File: src/rtl/hpdi_pkg.sv
package hpdi_pkg;
    localparam int ADDR_W   = 2;
    localparam int DATA_W   = 16;
    localparam int EXP_W    = 4;
    localparam int CNT_W    = 8;
    localparam int NSRC     = 3;

    localparam logic [ADDR_W-1:0] A_FILT  = 2'd0;
    localparam logic [ADDR_W-1:0] A_LEVEL = 2'd1;
    localparam logic [ADDR_W-1:0] A_STAT  = 2'd2;
    localparam logic [ADDR_W-1:0] A_MASK  = 2'd3;

    localparam int SRC_CORE = 0;
    localparam int SRC_RISE = 1;
    localparam int SRC_FALL = 2;

    typedef struct packed {
        logic [EXP_W-1:0] exp;
        logic [CNT_W-1:0] need;
    } filt_cfg_t;

    localparam filt_cfg_t FILT_RESET = '{exp: 4'hA, need: 8'hA0};

    function automatic logic [DATA_W-1:0] pack_filt(filt_cfg_t c);
        logic [DATA_W-1:0] w;
        w = '0;
        w[15:12] = c.exp;
        w[7:0]   = c.need;
        return w;
    endfunction

    function automatic filt_cfg_t unpack_filt(logic [DATA_W-1:0] w);
        filt_cfg_t c;
        c.exp  = w[15:12];
        c.need = w[7:0];
        return c;
    endfunction
endpackage

File: src/rtl/hpdi_tick.sv
module hpdi_tick #(
    parameter int PRE_W = 16
) (
    input  logic                     clk,
    input  logic                     rst,
    input  logic [hpdi_pkg::EXP_W-1:0] exp,
    output logic                     tick
);
    logic [PRE_W-1:0] cnt;
    logic [PRE_W-1:0] msk;

    always_ff @(posedge clk) begin
        if (rst) cnt <= '0;
        else     cnt <= cnt + 1'b1;
    end

    always_comb begin
        msk  = (PRE_W'(1) << exp) - PRE_W'(1);
        tick = ((cnt & msk) == msk);
    end
endmodule

File: src/rtl/hpdi_deglitch.sv
module hpdi_deglitch #(
    parameter int SYNC = 2
) (
    input  logic                     clk,
    input  logic                     rst,
    input  logic                     raw,
    input  logic                     tick,
    input  logic [hpdi_pkg::CNT_W-1:0] need,
    output logic                     level
);
    localparam int CW = hpdi_pkg::CNT_W;

    logic [SYNC-1:0] sy;
    logic            sample;
    logic [CW-1:0]   run;
    logic [CW:0]     nxt;

    generate
        if (SYNC == 1) begin : g_one
            always_ff @(posedge clk) begin
                if (rst) sy <= '0;
                else     sy <= raw;
            end
        end else begin : g_chain
            always_ff @(posedge clk) begin
                if (rst) sy <= '0;
                else     sy <= {sy[SYNC-2:0], raw};
            end
        end
    endgenerate

    always_comb begin
        sample = sy[SYNC-1];
        nxt    = {1'b0, run} + 1'b1;
    end

    always_ff @(posedge clk) begin
        if (rst) begin
            level <= 1'b0;
            run   <= '0;
        end else if (tick) begin
            if (sample == level) begin
                run <= '0;
            end else if (nxt >= {1'b0, need}) begin
                level <= sample;
                run   <= '0;
            end else begin
                run <= nxt[CW-1:0];
            end
        end
    end
endmodule

File: src/rtl/hpdi_status.sv
module hpdi_status (
    input  logic                      clk,
    input  logic                      rst,
    input  logic                      level,
    input  logic                      core_in,
    input  logic                      clr_we,
    input  logic [hpdi_pkg::NSRC-1:0] clr_bits,
    output logic [hpdi_pkg::NSRC-1:0] status
);
    import hpdi_pkg::*;

    logic            level_q;
    logic [NSRC-1:0] set_v;
    logic [NSRC-1:0] clr_v;

    always_comb begin
        set_v           = '0;
        set_v[SRC_RISE] = level & ~level_q;
        set_v[SRC_FALL] = ~level & level_q;
        clr_v           = clr_we ? clr_bits : '0;
    end

    always_ff @(posedge clk) begin
        if (rst) begin
            level_q <= 1'b0;
            status  <= '0;
        end else begin
            level_q          <= level;
            status[SRC_CORE] <= core_in;
            status[SRC_RISE] <= set_v[SRC_RISE] | (status[SRC_RISE] & ~clr_v[SRC_RISE]);
            status[SRC_FALL] <= set_v[SRC_FALL] | (status[SRC_FALL] & ~clr_v[SRC_FALL]);
        end
    end
endmodule

File: src/rtl/hpdi_top.sv
module hpdi_top #(
    parameter int PRE_W       = 16,
    parameter int SYNC_STAGES = 2
) (
    input  logic        clk,
    input  logic        rst,
    input  logic        reg_we,
    input  logic [1:0]  reg_addr,
    input  logic [15:0] reg_wdata,
    output logic [15:0] reg_rdata,
    input  logic        hpd_raw,
    input  logic        core_irq,
    output logic        irq
);
    import hpdi_pkg::*;

    filt_cfg_t       cfg;
    logic [NSRC-1:0] mask_q;
    logic [NSRC-1:0] status;
    logic            tick;
    logic            level;
    logic            clr_we;

    always_ff @(posedge clk) begin
        if (rst) begin
            cfg    <= FILT_RESET;
            mask_q <= '0;
        end else if (reg_we) begin
            if (reg_addr == A_FILT) cfg    <= unpack_filt(reg_wdata);
            if (reg_addr == A_MASK) mask_q <= reg_wdata[NSRC-1:0];
        end
    end

    assign clr_we = reg_we && (reg_addr == A_STAT);

    hpdi_tick #(.PRE_W(PRE_W)) u_tick (
        .clk (clk),
        .rst (rst),
        .exp (cfg.exp),
        .tick(tick)
    );

    hpdi_deglitch #(.SYNC(SYNC_STAGES)) u_dg (
        .clk  (clk),
        .rst  (rst),
        .raw  (hpd_raw),
        .tick (tick),
        .need (cfg.need),
        .level(level)
    );

    hpdi_status u_st (
        .clk     (clk),
        .rst     (rst),
        .level   (level),
        .core_in (core_irq),
        .clr_we  (clr_we),
        .clr_bits(reg_wdata[NSRC-1:0]),
        .status  (status)
    );

    always_comb begin
        reg_rdata = '0;
        case (reg_addr)
            A_FILT:  reg_rdata = pack_filt(cfg);
            A_LEVEL: reg_rdata[0] = level;
            A_STAT:  reg_rdata[NSRC-1:0] = status;
            default: reg_rdata[NSRC-1:0] = mask_q;
        endcase
        irq = |(status & mask_q);
    end
endmodule

File: config.mk
export PLATFORM = sky130hd
export DESIGN_NAME = hpdi_top
export DESIGN_NICKNAME = d
export VERILOG_FILES = /design/src/rtl/hpdi_pkg.sv /design/src/rtl/hpdi_tick.sv /design/src/rtl/hpdi_deglitch.sv /design/src/rtl/hpdi_status.sv /design/src/rtl/hpdi_top.sv
export SDC_FILE = /design/constraint.sdc
export NUM_CORES = 1
export LEC_CHECK = 0
export ABC_AREA = 1
export CORE_ASPECT_RATIO = 1.2
export CORE_UTILIZATION = 65
export CTS_BUF_LIST = sky130_fd_sc_hd__clkbuf_2 sky130_fd_sc_hd__clkbuf_4 sky130_fd_sc_hd__clkbuf_8
export DETAILED_ROUTE_END_ITERATION = 12
export DONT_BUFFER_PORTS = 1
export PLACE_DENSITY_LB_ADDON = 0.3
export SYNTH_ARGS = -nofsm -noshare
export SYNTH_HDL_FRONTEND = slang
export SYNTH_SLANG_ARGS = --single-unit
File: constraint.sdc
create_clock -name clk -period 4 [get_ports clk]
set_input_delay 1 -clock clk [delete_from_list [all_inputs] [get_ports clk]]
set_output_delay 1 -clock clk [all_outputs]
set_load 0.01 [all_outputs]
==> metrics.md <==
| Metric | Value |
|---|---|
| Outcome | `completed` |
| Pin count of the biggest net entering global routing | `32` |
| CP arrival | `3.14 ns` |
| Routed length per instance | `12.3 um` |
| IO Port Bufs | `0` |
| Post-Route WL | `5720 um` |
| Area contributors post-synth | `dfxtp_1, nand2_1, nor2_1, inv_1, a21oi_1` |
| # setup viols final | `0` |
| Commonest cells in the netlist | `nand2_1, nor2_1, inv_1` |
| Worst Max-Slew Pin Slew | `0.905 ns` |
| Static Leakage | `1.26 nW` |
| CTS Buffer Depth | `2` |
| Yosys cell types | `30` |
| Layout cell share with drive strength beyond 1 | `6.57%` |
| Sequential area share after synthesis | `33.5%` |
| Cell Area, Synth | `2690 um^2` |
| Clk_skew | `0.00457 ns` |
| GRT Util Overall | `28.3%` |
| Chip height | `72.5 um` |
| Detail Placement HPWL | `4200 um` |
| CTS tree | `built` |
| Worst min-delay path class | `reg2reg` |
| Initial antenna violation count | `0` |
| Worst path required time | `4.24 ns` |
| DP Area | `2690 um^2` |
| Post-CTS setup buffer count | `0` |
| Fin crit period | `2.90 ns` |
| Slowest cell on crit path | `nor2_1` |
| Core Area | `3940 um^2` |
| CTS sink cnt | `45` |
| Number of diodes | `0` |
| Number of synthesized flops with an enable pin | `0` |
| Cell family with most CP delay | `simple AND/OR/NAND/NOR gates` |
| Io pins | `40` |
| First-pass GRT wire length | `9480 um` |
| Top_reg_cell synth | `dfxtp_1` |
| CP max FO | `7` |
| Clock Latency Late Sink | `0.30 ns` |
| Gpl congestion | `0.858` |
| Async S/R FF share, synth | `0%` |
| TritonCTS buffer count | `5` |
| Via density | `5.36` |
| RSZ-0062 raised after global routing | `false` |
| Synth Warn # | `0` |
| Number of synthesized register bits | `45` |
| Vias in the first global route | `2254` |
| Nets | `445` |
| Max Fclk | `0.344 GHz` |
| Most frequent cell after synthesis | `nand2_1` |
| Die area | `4400 um^2` |
| Cells after Synth | `414` |
| Root Buffer Master | `clkbuf_8` |
| Final instance area | `2800 um^2` |
| Total number of vias | `2491` |
| Final Cycle Share | `72.6%` |
| Avg Cell Area, Syn | `6.49 um^2` |
| First-pass DRT Iterations | `4` |
| Worst R2R Path Depth | `13` |
| CTS resizes | `0` |
| Worst VDD drop | `260 uV` |
| WHS Path Cells | `2` |
| Buffers & Inverters on Critical Path | `1` |
| Die Wd | `60.7 um` |
| Worst hold slack | `0.410 ns` |
| Final Hold Vio Count | `0` |
| Synth area leader | `dfxtp_1` |
| Initial Util | `68.2%` |
| # Max-Cap Violations | `0` |
| Tot Pwr | `0.893 mW` |
| Hold buffer count at CTS | `0` |
| Slew HR | `39.6%` |
| Worst-path clk slew | `0.08 ns` |
| Worst setup EP type | `flop` |
| Crit start category | `flop` |
| DRC viols | `0` |
| Total power divided by cell area | `319 nW/um^2` |
| Cell Rows | `25` |
| H-tree depth | `2` |
| Critical path, cell by cell | `inv_1 -> nor3_1 -> nand3_1 -> nor3_1 -> xor2_1 -> ha_1 -> nand3_1 -> nand2_1 -> nor2_1 -> nand3_1 -> nor2_1 -> a21oi_1 -> nor2_1` |
| CP max stage delay | `0.48 ns` |
| Synthesis-to-finish area growth | `3.96%` |
| Setup TNS | `0 ns` |
| Yosys top cell area share | `33.5%` |
| Max Slew Vio Count | `0` |
| Setup CP Type | `reg2reg` |
| Final ANT Viol Nets | `0` |
| CP Depth | `13` |
| Initial drt markers | `152` |
| GR Overflow Total | `0` |
==> cells in the final DEF, fill, tap and decap left out, types with 4 or more instances in the layout <==
master / Yosys / routed
o211ai_1: 6 / 6
nand2_2: 6 / 6
clkbuf_8: 0 / 5
inv_1: 54 / 54
nor3_1: 12 / 12
nand4_1: 8 / 8
nor2_2: 4 / 4
xor2_1: 6 / 6
o21ai_0: 17 / 17
nand2_1: 88 / 88
conb_1: 1 / 4
ha_1: 11 / 11
a21oi_1: 35 / 35
nor2_1: 60 / 60
inv_2: 4 / 4
dfxtp_1: 45 / 45
nand3_1: 28 / 28
==> cells by family after synthesis <==
group	count (synthesis)	synth area share, %
other	1	0.139
AO/OA/AOI/OAI	62	12.3
flip-flops	45	33.5
AND/OR/NAND/NOR	215	35.5
adder cells (fa/ha/maj)	11	5.12
buffers and inverters	73	11.2
XOR/XNOR	7	2.28
==> tightest hold or removal path: stages, from the launching register on <==
cell and delay (ns):
dfxtp_1 0.31, inv_1 0.04, nor2_1 0.03
==> final timing paths <==
check / startpoint / endpoint / slack, ns
worst max-delay path: u_dg.run[0] / u_dg.run[3] / 1.10
worst min-delay path: u_dg.sy[0] / u_dg.sy[1] / 0.41
worst max register to register: u_dg.run[0] / u_dg.run[3] / 1.10
worst min register to register: u_dg.sy[0] / u_dg.sy[1] / 0.41
==> state kept, by name (all words and copies together), names as in the netlist <==
signal and cells:
u_tick.cnt 15, cfg 12, u_dg.run 8, mask_q 3, u_st.status 3, u_dg.sy 2, u_dg.level 1, u_st.level_q 1
==> metal layers <==
metal	part of all wire [%]	routed length (um)	global-route usage (%)	up-vias
met5	0	0	0	-
met4	2.0	116	10.1	0
met1	46	2640	36.2	1111
met3	4.7	269	5.17	14
met2	47	2690	47.0	59
li1	-	-	-	1307
==> power by group <==
part	leakage, nW	switching, mW	total (mW)	internal [mW]
Sequential	0.366	0.0104	0.470	0.459
Clock	0.0540	0.150	0.332	0.182
Combinational	0.840	0.0630	0.0910	0.0279
Total	1.26	0.224	0.893	0.669
==> final cells by class <==
cell class                      count  area, um^2
Multi-Input combinational cell    299        1500
Sequential cell                    45         901
Tap cell                           54        67.6
Inverter                           60         225
Fill cell                         363        1150
Clock buffer                        5        68.8
Clock inverter                      2        35.0
==> stage by stage <==
stage,utilization (%),instances,setup WS (ns)
after floorplan,-,417,1.22
after global placement,68.3,458,1.19
after detailed placement,68.3,458,1.15
after CTS,70.9,465,1.11
after global routing,70.9,465,0.777
final,70.9,465,1.10
No activity file was read; power rests on OpenSTA's default activity.
